File: src/rtl/ext_irq_pkg.sv
package ext_irq_pkg;
   typedef enum logic [3:0] {
      A_STAT    = 4'd0,
      A_MSET    = 4'd1,
      A_MCLR    = 4'd2,
      A_SENSE   = 4'd3,
      A_POL     = 4'd4,
      A_CTRL    = 4'd5,
      A_GCLR    = 4'd6,
      A_GUNM    = 4'd7,
      A_LVL_LO  = 4'd8,
      A_LVL_HI  = 4'd9,
      A_PRI_LO  = 4'd10,
      A_PRI_HI  = 4'd11
   } reg_addr_e;
endpackage

File: src/rtl/eil_sync.sv
module eil_sync #(
   parameter int W = 8
) (
   input  logic         clk,
   input  logic         rst_n,
   input  logic [W-1:0] d,
   output logic [W-1:0] q
);
   logic [W-1:0] stage1;

   always_ff @(posedge clk or negedge rst_n) begin
      if (!rst_n) begin
         stage1 <= '0;
         q      <= '0;
      end else begin
         stage1 <= d;
         q      <= stage1;
      end
   end
endmodule

File: src/rtl/eil_line.sv
module eil_line (
   input  logic clk,
   input  logic rst_n,
   input  logic smp,
   input  logic sense_edge,
   input  logic rise,
   input  logic live_mode,
   input  logic grp_owned,
   input  logic stat_rd,
   input  logic stat_wr,
   input  logic stat_wbit,
   input  logic mask_set_wr,
   input  logic mask_bit,
   output logic raw,
   output logic pend
);
   logic prev, held, armed, held_n, armed_n;
   logic edge_ev, clr_edge;

   assign edge_ev  = !grp_owned && sense_edge &&
                     (rise ? (smp && !prev) : (!smp && prev));
   assign clr_edge = stat_wr && !stat_wbit && armed;

   always_comb begin
      if (grp_owned)
         held_n = 1'b0;
      else if (sense_edge)
         held_n = edge_ev || (held && !clr_edge);
      else if (live_mode)
         held_n = 1'b0;
      else
         held_n = smp || (held && !mask_set_wr);
   end

   always_comb begin
      if (grp_owned || !sense_edge || clr_edge)
         armed_n = 1'b0;
      else if (stat_rd && held)
         armed_n = 1'b1;
      else
         armed_n = armed;
   end

   always_ff @(posedge clk or negedge rst_n) begin
      if (!rst_n) begin
         prev  <= 1'b0;
         held  <= 1'b0;
         armed <= 1'b0;
      end else begin
         prev  <= smp;
         held  <= held_n;
         armed <= armed_n;
      end
   end

   assign raw  = grp_owned ? 1'b0 : ((!sense_edge && live_mode) ? smp : held);
   assign pend = raw && !mask_bit;


   edge_keep_chk: assert property (@(posedge clk) disable iff (!rst_n)
      (sense_edge && !grp_owned && held && !armed) |=> held);


   level_keep_chk: assert property (@(posedge clk) disable iff (!rst_n)
      (!sense_edge && !grp_owned && !live_mode && held && !mask_set_wr) |=> held);


   edge_wins_chk: assert property (@(posedge clk) disable iff (!rst_n)
      edge_ev |=> held);
endmodule

File: src/rtl/eil_group.sv
module eil_group #(
   parameter int GROUP_W = 4,
   localparam int LVL_N = 1 << GROUP_W
) (
   input  logic               clk,
   input  logic               rst_n,
   input  logic [GROUP_W-1:0] code,
   input  logic               en,
   input  logic               live_mode,
   input  logic               clr,
   input  logic               gmask,
   input  logic [LVL_N-1:0]   lvlmask,
   output logic               req,
   output logic [GROUP_W-1:0] level
);
   logic [GROUP_W-1:0] held, held_n, eff;

   always_comb begin
      if (!en || live_mode)
         held_n = '0;
      else if (|code)
         held_n = code;
      else if (clr)
         held_n = '0;
      else
         held_n = held;
   end

   always_ff @(posedge clk or negedge rst_n) begin
      if (!rst_n) held <= '0;
      else        held <= held_n;
   end

   assign eff   = live_mode ? code : held;
   assign req   = en && (|eff) && !gmask && !lvlmask[eff];
   assign level = req ? eff : '0;


   grp_keep_chk: assert property (@(posedge clk) disable iff (!rst_n)
      (en && !live_mode && (held != '0) && !clr) |=> (held != '0));


   grp_live_chk: assert property (@(posedge clk) disable iff (!rst_n)
      (live_mode || !en) |=> (held == '0));
endmodule

File: src/rtl/ext_irq_latch.sv
module ext_irq_latch
   import ext_irq_pkg::*;
#(
   parameter int NUM_LINES = 8,
   parameter int GROUP_W   = 4,
   parameter int PRIO_W    = 2,
   localparam int NUM_GRP  = NUM_LINES / GROUP_W,
   localparam int PRIO_BITS = NUM_LINES * PRIO_W
) (
   input  logic                         clk,
   input  logic                         rst_n,
   input  logic [NUM_LINES-1:0]         irq_pin,
   input  logic                         bus_wr,
   input  logic                         bus_rd,
   input  logic [3:0]                   bus_addr,
   input  logic [NUM_LINES-1:0]         bus_wdata,
   output logic [NUM_LINES-1:0]         bus_rdata,
   output logic [NUM_LINES-1:0]         line_pend,
   output logic [PRIO_BITS-1:0]         line_prio,
   output logic [NUM_GRP-1:0]           grp_pend,
   output logic [NUM_GRP*GROUP_W-1:0]   grp_level
);
   localparam int LVL_N = 1 << GROUP_W;

   if (NUM_LINES % GROUP_W != 0) begin : g_bad_split
      $error("NUM_LINES must be a multiple of GROUP_W");
   end
   if (LVL_N > 2 * NUM_LINES) begin : g_bad_lvl
      $error("level mask does not fit two registers");
   end
   if (PRIO_BITS > 2 * NUM_LINES) begin : g_bad_prio
      $error("priority fields do not fit two registers");
   end
   if (NUM_GRP + 1 > NUM_LINES) begin : g_bad_ctrl
      $error("control bits exceed data width");
   end

   logic [NUM_LINES-1:0] pin_s, mask_q, sense_q, pol_q, line_raw;
   logic [NUM_LINES-1:0] lvl_lo_q, lvl_hi_q, pri_lo_q, pri_hi_q;
   logic [NUM_GRP:0]     ctrl_q;
   logic [NUM_GRP-1:0]   gmask_q;
   logic [LVL_N-1:0]     lvlmask;
   logic [2*NUM_LINES-1:0] lvl_full, pri_full;

   eil_sync #(.W(NUM_LINES)) u_sync (.clk(clk), .rst_n(rst_n), .d(irq_pin), .q(pin_s));

   function automatic logic wr_at(input reg_addr_e a);
      return bus_wr && (bus_addr == a);
   endfunction

   always_ff @(posedge clk or negedge rst_n) begin
      if (!rst_n) begin
         mask_q   <= '0;
         sense_q  <= '0;
         pol_q    <= '0;
         ctrl_q   <= '0;
         gmask_q  <= '0;
         lvl_lo_q <= '0;
         lvl_hi_q <= '0;
         pri_lo_q <= '0;
         pri_hi_q <= '0;
      end else begin
         if (wr_at(A_MSET))   mask_q   <= mask_q | bus_wdata;
         if (wr_at(A_MCLR))   mask_q   <= mask_q & ~bus_wdata;
         if (wr_at(A_SENSE))  sense_q  <= bus_wdata;
         if (wr_at(A_POL))    pol_q    <= bus_wdata;
         if (wr_at(A_CTRL))   ctrl_q   <= bus_wdata[NUM_GRP:0];
         if (wr_at(A_GCLR))   gmask_q  <= gmask_q | bus_wdata[NUM_GRP-1:0];
         if (wr_at(A_GUNM))   gmask_q  <= gmask_q & ~bus_wdata[NUM_GRP-1:0];
         if (wr_at(A_LVL_LO)) lvl_lo_q <= bus_wdata;
         if (wr_at(A_LVL_HI)) lvl_hi_q <= bus_wdata;
         if (wr_at(A_PRI_LO)) pri_lo_q <= bus_wdata;
         if (wr_at(A_PRI_HI)) pri_hi_q <= bus_wdata;
      end
   end

   assign lvl_full  = {lvl_hi_q, lvl_lo_q};
   assign pri_full  = {pri_hi_q, pri_lo_q};
   assign lvlmask   = lvl_full[LVL_N-1:0];
   assign line_prio = pri_full[PRIO_BITS-1:0];

   for (genvar i = 0; i < NUM_LINES; i++) begin : g_line
      eil_line u_line (
         .clk(clk), .rst_n(rst_n), .smp(pin_s[i]),
         .sense_edge(sense_q[i]), .rise(pol_q[i]), .live_mode(ctrl_q[0]),
         .grp_owned(ctrl_q[1 + i / GROUP_W]),
         .stat_rd(bus_rd && (bus_addr == A_STAT)),
         .stat_wr(wr_at(A_STAT)), .stat_wbit(bus_wdata[i]),
         .mask_set_wr(wr_at(A_MSET) && bus_wdata[i]),
         .mask_bit(mask_q[i]), .raw(line_raw[i]), .pend(line_pend[i]));
   end

   for (genvar g = 0; g < NUM_GRP; g++) begin : g_grp
      eil_group #(.GROUP_W(GROUP_W)) u_grp (
         .clk(clk), .rst_n(rst_n),
         .code(pin_s[g*GROUP_W +: GROUP_W]),
         .en(ctrl_q[1 + g]), .live_mode(ctrl_q[0]),
         .clr(wr_at(A_GCLR) && bus_wdata[g]),
         .gmask(gmask_q[g]), .lvlmask(lvlmask),
         .req(grp_pend[g]), .level(grp_level[g*GROUP_W +: GROUP_W]));
   end

   always_comb begin
      bus_rdata = '0;
      case (bus_addr)
         A_STAT:           bus_rdata = line_raw;
         A_MSET, A_MCLR:   bus_rdata = mask_q;
         A_SENSE:          bus_rdata = sense_q;
         A_POL:            bus_rdata = pol_q;
         A_CTRL:           bus_rdata[NUM_GRP:0] = ctrl_q;
         A_GCLR, A_GUNM:   bus_rdata[NUM_GRP-1:0] = gmask_q;
         A_LVL_LO:         bus_rdata = lvl_lo_q;
         A_LVL_HI:         bus_rdata = lvl_hi_q;
         A_PRI_LO:         bus_rdata = pri_lo_q;
         A_PRI_HI:         bus_rdata = pri_hi_q;
         default:          bus_rdata = '0;
      endcase
   end


   mask_hides_chk: assert property (@(posedge clk) disable iff (!rst_n)
      (line_pend & mask_q) == '0);


   gmask_hides_chk: assert property (@(posedge clk) disable iff (!rst_n)
      (grp_pend & gmask_q) == '0);
endmodule

File: config.mk
export PLATFORM = sky130hd
export DESIGN_NAME = ext_irq_latch
export DESIGN_NICKNAME = d
export VERILOG_FILES = /design/src/rtl/ext_irq_pkg.sv /design/src/rtl/eil_sync.sv /design/src/rtl/eil_line.sv /design/src/rtl/eil_group.sv /design/src/rtl/ext_irq_latch.sv
export SDC_FILE = /design/constraint.sdc
export NUM_CORES = 1
export LEC_CHECK = 0
export BUFFER_PORTS_ARGS = -buffer_cell sky130_fd_sc_hd__buf_2
export CAP_MARGIN = 10
export CORE_AREA = 3 3 109 111
export CTS_BUF_LIST = sky130_fd_sc_hd__clkbuf_16
export DETAILED_ROUTE_END_ITERATION = 10
export DIE_AREA = 0 0 112 114
export GPL_TIMING_DRIVEN = 0
export HOLD_SLACK_MARGIN = 0.06
export MAX_ROUTING_LAYER = met4
export PLACE_DENSITY_LB_ADDON = 0.05
export REMOVE_ABC_BUFFERS = 1
export SLEW_MARGIN = 20
export SYNTH_ARGS = -nofsm -noshare
export SYNTH_HDL_FRONTEND = slang
export SYNTH_SLANG_ARGS = --single-unit
export TNS_END_PERCENT = 5
File: constraint.sdc
create_clock -name clk -period 3.97 [get_ports clk]
set_input_delay 0.1985 -clock clk [delete_from_list [all_inputs] [get_ports clk]]
set_output_delay 0.1985 -clock clk [all_outputs]
set_load 0.01 [all_outputs]
### Word level (Yosys, flattened, before mapping)

Index checks and enable logic that the tools add are counted.

| cells by class | value |
|---|---|
| eq/ne operators | 11 |
| order comparisons | 2 |
| muxes and demuxes | 85 |
| bitwise gates (word level) | 6 |
| reduce and logical (&&, ||, !) cells | 232 |

Operator list:

| cell | count |
|---|---|
| 1-bit logical AND | 117 |
| 1-bit two-way mux | 66 |
| 1-bit logical NOT | 62 |
| 4-bit two-way mux | 10 |
| 5-bit case mux with 8 select lines | 1 |
| 1-bit logical OR | 34 |
| 2-bit case mux with 10 select lines | 1 |
| 2-bit nonzero test | 10 |
| 4-bit by 3-bit == test with 1-bit output (second input constant) | 4 |
| 4-bit == test (second input constant) | 4 |
| 8-bit two-way mux | 2 |
| 4-bit OR reduction | 4 |
| 4-bit by 5-bit < comparator with 1-bit output (second input constant) | 2 |
| 1-bit case mux with 9 select lines | 1 |
| 8-bit AND | 1 |
| 1-bit binary-select mux with 4-bit select | 2 |
| 4-bit by 2-bit == test with 1-bit output (second input constant) | 2 |
| 8-bit NOT | 1 |
| 8-bit OR | 1 |
| 3-bit nonzero test | 2 |
| 4-bit by 1-bit == test with 1-bit output (second input constant) | 1 |
| 4-bit logical NOT | 1 |
| 2-bit two-way mux | 2 |
| 2-bit OR reduction | 2 |
| other kinds (3) | 3 |

| storage, ports and cells | value |
|---|---|
| output and inout port bits | 42 |
| register bits | 109 |
| input bits | 24 |
| word-level logic and storage cells | 373 |

### Longest topological paths before layout

Gate-level depths: netlist (run 1).

| depth | value |
|---|---|
| depth after elaboration | 9 |
| depth in mapped cells | 9 |
| mapped depth without buffers | 5 |

### Hierarchy

From an unflattened synthesis (run 1), not the netlist that was laid out.

| unflattened totals | value |
|---|---|
| cell total of the unflattened synthesis | 581 |
| area, all modules | 6257.3 µm² |

Modules (own cells, without submodules):

| module | sequential area each (µm²) | times used | area each (µm²) | cells an instance |
|---|---|---|---|---|
| ext_irq_latch | 1526.5 | 1 | 3131.8 | 249 |
| eil_line | 75.1 | 8 | 195.2 | 19 |
| eil_group at g_grp[1].u_grp | 100.1 | 1 | 583.1 | 82 |
| eil_group at g_grp[0].u_grp | 100.1 | 1 | 580.6 | 82 |
| eil_sync | 400.4 | 1 | 400.4 | 16 |

### Worst setup path before layout (run 1)

Ideal clock, no wire load.

| path | value |
|---|---|
| path kind | reg-to-output |
| from | register ctrl_q[0] |
| to | output grp_level[2] |
| path buffers | 1 |
| slack | 1883 ps |
| required time | 3772 ps |
| data arrival time | 1888 ps |
| stages on the path, launching flop included | 6 |
| path through | dfrtp_1 -> buf_6 -> mux2i_1 -> mux4_2 -> a22o_4 -> nor3_1 |

| between the ends | value |
|---|---|
| word-level cells in the longest chain between the ends | 6 |
| elaborated cells between the ends (all ways) | 9 |
| classes of those cells | 4 x mux; 5 x reduce/logical |

RTL lines:

| what | RTL line | RTL |
|---|---|---|
| from (decl) | ext_irq_latch.sv:40 | `logic [NUM_GRP:0] ctrl_q;` |
| from (signal assigned) | ext_irq_latch.sv:67 | `if (wr_at(A_CTRL)) ctrl_q <= bus_wdata[NUM_GRP:0];` |
| 4-bit two-way mux (*) | eil_group.sv:34 | `assign eff = live_mode ? code : held;` |
| 1-bit binary-select mux with 4-bit select / 4-bit OR reduction (equally long branches) | eil_group.sv:35 | `assign req = en && (\|eff) && !gmask && !lvlmask[eff];` |
| 1-bit two-way mux (implied by the code) / 1-bit logical AND (equally long branches) | eil_group.sv:35 |  |
| 1-bit logical NOT / 1-bit logical AND (equally long branches) | eil_group.sv:35 |  |
| 1-bit logical AND | eil_group.sv:35 |  |
| 4-bit two-way mux (*) | eil_group.sv:36 | `assign level = req ? eff : '0;` |
| to (decl) | ext_irq_latch.sv:21 | `output logic [NUM_GRP*GROUP_W-1:0] grp_level` |

Every way passes the cells marked *; elsewhere a longest branch is shown, timed or not. The select of a mux whose other input is x is not followed.

### Worst setup path in the final report (run 1)

| path | value |
|---|---|
| from | register ctrl_q[0] |
| to | output grp_level[3] |

The elaborated chain is that of the path after synthesis.

==> metrics.csv, run 1 <==
stage,metric,value,unit
global_routing,antenna_found_initial,0,
timing,fin_crit,3090,ps
die,row_count,38,
finish,final_common_cell,dfrtp_1,
detailed_routing,vias,4900,
finish,utilization,61.4,%
detailed_routing,vias_per_cell,6.30,
critical_path,arrival,2890,ps
detailed_routing,wl_met1,7.37,mm
detailed_routing,drc,0,
critical_path,crit_path_max_incr_delay,590,ps
run_status,outcome,completed,
logic_synthesis,ys_ff_latch,109,
clock_tree,cts_tree,built,
detailed_routing,dr.pass1.iters,5,
logic_synthesis,yosysWarnings,0,
clock_tree,cts_buffer_depth,2,
place,dp_hpwl,11.0,mm
finish,area_growth,11.4,%
clock_tree,holdBufCountCts,9,
timing,max_slew_margin,31.1,%
die,dieArea,12800,µm²
detailed_routing,totalWireLength,16.4,mm
finish,nNetsFinal,657,
critical_path,path_max_fanout,41,
power_and_ir_drop,cellPowerDensity,512,nW/µm²
logic_synthesis,syn-instance-count,599,
die,die_h,114,µm
logic_synthesis,ys.flop_type,dfrtp_1,
logic_synthesis,avgSynthCellArea,10.0,µm²
clock_tree,cts.sinks,109,
critical_path,worst-path-buf-inv,2,
timing,finalSetupViolations,0,
place,place_congestion,0.866,
logic_synthesis,yosysTopAreaCellShare,45.4,%
timing,worst_slack,878,ps
logic_synthesis,synth_cell_types,54,
logic_synthesis,synth.yosys.seq_area_share,45.4,%
detailed_routing,met2_length,7.39,mm
finish,drive_gt1_share,25.5,%
timing,finClkSkew,10.4,ps
clock_tree,cts_repair_resize_count,0,
logic_synthesis,synth_area_leaders,"dfrtp_1 45%, mux2_2 9.9%, a21oi_1 3.9%",
finish,nFillCells,912,
critical_path,cp_cell_sequence,buf_12 > mux2i_1 > mux4_2 > a22o_4 > a211oi_2 > buf_2,
critical_path,slowest_stage,mux4_2,
timing,final.period_utilization,77.9,%
clock_tree,insertion_delay,360,ps
critical_path,critPathLaunchType,register,
global_routing,gr-total-overflow,0,
power_and_ir_drop,leakage,2.87,nW
timing,setup_tns,0,ps
logic_synthesis,async_reset_ff_share,100,%
finish,antenna_cells,0,
place,dp_slack,1110,ps
hold_path,holdCritPathClass,input port to register,
critical_path,required,3770,ps
finish,layout_common_cells,"108 x dfrtp_1, 64 x buf_2, 53 x mux2_2, 49 x nor2_1, 47 x a21oi_1",
die,core-area,10900,µm²
power_and_ir_drop,ir_drop,0.488,mV
global_routing,grt_max_degree,57,
critical_path,cp_top_family,multiplexers,
power_and_ir_drop,total_power,3.42,mW
timing,hold_viol,0,
critical_path,crit_type,register to primary output,
detailed_routing,drtIter0Drc,608,
detailed_routing,drtAntennaViolNets,0,
die,start_util,55.1,%
detailed_routing,wire_per_inst,21.1,µm
critical_path,end_kind,primary output,
place,port_buffers,65,
clock_tree,htree_num_levels,3,
global_routing,grt_pass1_wl,26.3,mm
detailed_routing,top_layer_used,met4,
die,io-pin-count,66,
timing,fmax,323,MHz
clock_tree,path_clk_slew,70,ps
finish,fin_area,6690,µm²
global_routing,grt_pass1_vias,4825,
logic_synthesis,synth_area,6000,µm²
logic_synthesis,yosysTopAreaCell,dfrtp_1,
logic_synthesis,synth-edff-count,0,
die,die-width,112,µm
clock_tree,post-cts-setup-buffers,0,
clock_tree,cts_root_buf,clkbuf_16,
job,cap_violations,0,
detailed_routing,dr_wl_met3,1.30,mm
global_routing,grt_usage,27.3,%
clock_tree,cts_buffers,9,
timing,tightest_slew,1030,ps
place,placed_area,6300,µm²
timing,finalMaxSlewViolations,0,
timing,rsz0062_at_grt,false,
## final timing paths
kind	start	endpoint	slack (ps)	cells after the start
min in group asynchronous	rst_n	u_sync.stage1[5]	360	2
hold / removal	bus_wdata[3]	register	150	2
setup / recovery	ctrl_q[0]	grp_level[3]	880	6
hold reg to reg	u_sync.stage1[3]	u_sync.q[3]	350	0
setup reg to reg	ctrl_q[2]	g_grp[1].u_grp.held[2]	1840	4
max in group asynchronous	rst_n	asynchronous set/reset pin	2970	3
## cell type report
type                    instances  area [µm²]  area share, %
inverters                      16        60.1          0.898
repair buffers                 77         477           7.13
multi-input cells             420        2950           44.1
clock inverters                 7        72.6           1.08
well taps                     140         175           2.62
flip-flops and latches        109        2730           40.8
clock buffers                   9         225           3.37
## state kept, by name (all words and copies together), names as in the netlist, named ones only
register and cells:
u_sync.q 8, g_line.u_line.prev 8, pri_lo_q 8, g_grp.u_grp.held 8, lvl_hi_q 8, sense_q 8, pri_hi_q 8, pol_q 8
lvl_lo_q 8, g_line.u_line.held 8, ctrl_q 3, u_sync.stage1 8, g_line.u_line.armed 8
## power breakdown
group | switching (mW) | leakage [nW] | internal, mW | total (mW)
Clock | 0.427 | 0.144 | 0.492 | 0.919
Sequential | 0.277 | 1.35 | 1.31 | 1.58
Combinational | 0.463 | 1.38 | 0.456 | 0.919
Total | 1.17 | 2.87 | 2.26 | 3.42
## per-stage QoR
stage / cells / hold WS [ps]
6_report: 778 / 151
5_1_grt: 778 / 155
4_1_cts: 778 / 140
3_5_place_dp: 753 / 194
3_3_place_gp: 750 / 307
2_1_floorplan: 545 / -97.1
## kinds of logic (layout without fill, tap and decap cells)
logic type      count (synthesis)  count (layout)  synth area share, %
compound gates                159             159                 18.1
xor+xnor                        1               1                0.146
buf+inv                        70             109                 5.59
flops                         109             109                 45.4
mux                            75              75                 14.8
simple gates                  185             185                 15.9
## synthesized netlist by cell type, drive strengths merged (3+ instances only)
master / number
nor2b: 16
buf: 26
nor2: 51
mux2i: 16
o32ai: 7
o22ai: 4
o31ai: 14
a211oi: 5
nor4: 5
nor3: 22
a21oi: 47
and3b: 9
nand4: 4
a32o: 3
mux2: 55
a32oi: 6
nand2: 37
mux4: 4
nand2b: 15
inv: 15
dfrtp: 109
a22oi: 3
a221oi: 4
nand3: 16
a22o: 12
a31oi: 11
clkbuf: 28
o21ai: 26
o21a: 8
## per-layer routing
layer / global-route usage [%] / up-vias
met5: - / -
met4: 8.41 / 0
met3: 6.10 / 27
met1: 38.0 / 2433
li1: - / 2251
met2: 40.4 / 189
Note: power is estimated with default switching activity, not from simulation.
==> run 2, diff against run 1 <==
Settings changed: ABC_AREA set to 1, CORE_AREA 3 3 109 111 to 3 3 108 110, DIE_AREA 0 0 112 114 to 0 0 111 113.
Clock period 3.97 ns to 2.9 ns, I/O delays scaled along.
==> run 2 against run 1 <==
Sequential share of layout area is 0.42 points lower; clock-buffer cell count stayed put; sequential power is 30% higher; sequential cell count stayed put; total power is 34% higher; wire length is 3.6% higher; worst setup slack worse by 430 ps; final area is 1.1% higher; first-iteration DRC count is 15% lower; final cell count is 22% higher; combinational power is 32% higher; via count is 9.2% higher.
==> metrics.csv, run 2 <==
stage,metric,value,unit,change
die,io-pin-count,66,,unchanged
finish,nFillCells,958,,+5.0%
die,start_util,55.0,%,-0.11 points
logic_synthesis,synth_cell_types,34,,-37%
critical_path,critPathLaunchType,register,,
logic_synthesis,synth_area,5940,µm²,-1.1%
logic_synthesis,yosysTopAreaCell,dfrtp_1,,
detailed_routing,totalWireLength,17.0,mm,+3.6%
critical_path,path_max_fanout,37,,-9.8%
hold_path,holdCritPathClass,input port to asynchronous set/reset pin,,
die,core-area,10800,µm²,-0.87%
detailed_routing,drc,0,,unchanged
logic_synthesis,synth.yosys.seq_area_share,45.9,%,+0.49 points
timing,fin_crit,2450,ps,
clock_tree,htree_num_levels,3,,unchanged
clock_tree,cts_buffer_depth,2,,unchanged
finish,utilization,62.7,%,+1.2 points
power_and_ir_drop,leakage,3.31,nW,+15%
logic_synthesis,ys_ff_latch,109,,unchanged
timing,final.period_utilization,84.5,%,
logic_synthesis,synth-edff-count,0,,unchanged
critical_path,cp_top_family,simple AND/OR/NAND/NOR gates,,
logic_synthesis,synth_area_leaders,"dfrtp_1 46%, nand2_1 11%, nand3_1 5.8%",,
global_routing,grt_usage,28.9,%,+1.6 points
detailed_routing,vias_per_cell,5.65,,-10%
logic_synthesis,ys.flop_type,dfrtp_1,,
logic_synthesis,avgSynthCellArea,8.10,µm²,-19%
place,dp_slack,682,ps,-432 ps
finish,area_growth,13.9,%,
critical_path,arrival,2310,ps,-580 ps
finish,nNetsFinal,826,,+26%
clock_tree,path_clk_slew,80,ps,about the same
clock_tree,cts.sinks,109,,unchanged
timing,max_slew_margin,55.3,%,+24 points
timing,rsz0062_at_grt,false,,
global_routing,antenna_found_initial,0,,unchanged
die,die-width,111,µm,-0.89%
logic_synthesis,async_reset_ff_share,100,%,unchanged
clock_tree,insertion_delay,370,ps,about the same
job,cap_violations,0,,unchanged
finish,drive_gt1_share,19.3,%,-6.2 points
power_and_ir_drop,ir_drop,0.634,mV,+30%
die,row_count,38,,unchanged
finish,regArea,2730,µm²,about the same
global_routing,gr-total-overflow,0,,unchanged
clock_tree,cts_buffers,9,,unchanged
place,dpl.cell_count,914,,+21%
timing,finClkSkew,9.35,ps,-1.02 ps
timing,fmax,408,MHz,
logic_synthesis,yosysWarnings,0,,unchanged
power_and_ir_drop,cellPowerDensity,679,nW/µm²,+33%
finish,fin_cells,947,,+22%
timing,finalSetupViolations,0,,unchanged
critical_path,end_kind,primary output,,
finish,antenna_cells,0,,unchanged
global_routing,grt_max_degree,80,,+40%
logic_synthesis,synth_common_cells,"174 x nand2_1, 109 x dfrtp_1, 76 x inv_1, 69 x nand3_1, 58 x nor2_1",,
timing,setup_tns,0,ps,unchanged
logic_synthesis,syn-instance-count,733,,+22%
global_routing,grt_pass1_wl,27.3,mm,+3.8%
place,place_congestion,0.912,,+5.3%
logic_synthesis,yosysMostFrequentCell,nand2_1,,
detailed_routing,vias,5353,,+9.2%
detailed_routing,wire_per_inst,18.0,µm,-15%
timing,holdWs,222,ps,+70.2 ps
global_routing,grt_pass1_vias,5185,,+7.5%
critical_path,crit_type,register to primary output,,
critical_path,worst-path-buf-inv,2,,unchanged
critical_path,cp_cell_sequence,inv_4 > nand2_2 > nand2_1 > nand2_1 > nand3_1 > nand2_1 > nor2_1 > nor2_1 > nand2_1 > nor2_1 > buf_2,,
finish,layout_common_cells,"174 x nand2_1, 108 x dfrtp_1, 77 x inv_1, 69 x nand3_1, 64 x buf_2",,
timing,worst_slack,449,ps,-429 ps
clock_tree,cts_root_buf,clkbuf_16,,
critical_path,required,2760,ps,-1010 ps
finish,multi_input_area,2700,µm²,-8.7%
critical_path,cp_common_cell,nand2_1,,
timing,finalMaxSlewViolations,0,,unchanged
critical_path,slowest_stage,dfrtp_4,,
place,port_buffers,65,,unchanged
timing,tightest_slew,668,ps,-359 ps
logic_synthesis,yosysTopAreaCellShare,45.9,%,+0.49 points
die,dieArea,12500,µm²,-1.8%
clock_tree,cts_tree,built,,
finish,final_common_cell,nand2_1,,
detailed_routing,drtIter0Drc,516,,-15%
timing,hold_viol,0,,unchanged
place,dp_hpwl,11.8,mm,+6.5%
detailed_routing,dr.pass1.iters,5,,unchanged
critical_path,crit_path_max_incr_delay,730,ps,+140 ps
run_status,outcome,completed,,
detailed_routing,drtAntennaViolNets,0,,unchanged
clock_tree,post-cts-setup-buffers,0,,unchanged
die,die_h,113,µm,-0.88%
[run 2: layer usage]
metal / up-vias / global-route usage [%] / share of wire (%)
met1: 2590 / 35.6 / 43
met5: - / - / 0
met4: 0 / 9.44 / 2.0
met3: 24 / 6.10 / 5.8
met2: 166 / 47.9 / 50
li1: 2573 / - / -
[run 2: kinds of logic (layout without fill, tap and decap cells)]
kind of cell	count (synthesis)	after routing	synth area share [%]
compound gates	151	151	15.5
buf+inv	108	182	8.70
flops	109	109	45.9
simple gates	365	365	29.9
[run 2: final timing paths]
check                            startpoint                          to  slack [ps]  depth (start not counted)
max in group asynchronous             rst_n      g_grp[0].u_grp.held[1]        1960                          3
min reg2reg                u_sync.stage1[3]                 u_sync.q[3]         350                          0
max                               ctrl_q[0]                grp_level[6]         450                         11
max reg2reg                       ctrl_q[2]       g_line[6].u_line.held        1160                          7
min                                   rst_n  asynchronous set/reset pin         220                          2
min in group clk                     bus_rd      g_line[6].u_line.armed         270                          5
[run 2: repair_timing]
| item | 4_1_cts | 5_1_grt |
|---|---|---|
| endpoints found under the hold margin | 50 | 0 |
| endpoints found under the setup margin | 0 | 5 |
| resized for setup | 0 | 1 |
| hold buffers | 17 | 0 |
[run 2: cell type report]
class | instances | share of cell area, %
Sequential cell | 109 | 40.4
Multi-Input combinational cell | 516 | 39.8
Timing Repair Buffer | 83 | 7.82
Inverter | 83 | 4.75
Clock buffer | 9 | 3.33
Tap cell | 140 | 2.59
Clock inverter | 7 | 1.31
[run 2: metrics by stage]
| step | instance area, µm² | total power [mW] |
|---|---|---|
| final | 6770 | 4.60 |
| after global routing | 6770 | 4.88 |
| after CTS | 6760 | 4.60 |
| after detailed placement | 6280 | 3.25 |
| after global placement | 6240 | 3.21 |
| after floorplan | 5740 | 2.82 |
[run 2: where the power goes]
group | internal [mW] | switching (mW)
clock | 0.753 | 0.583
sequential | 1.77 | 0.275
combinational | 0.451 | 0.764
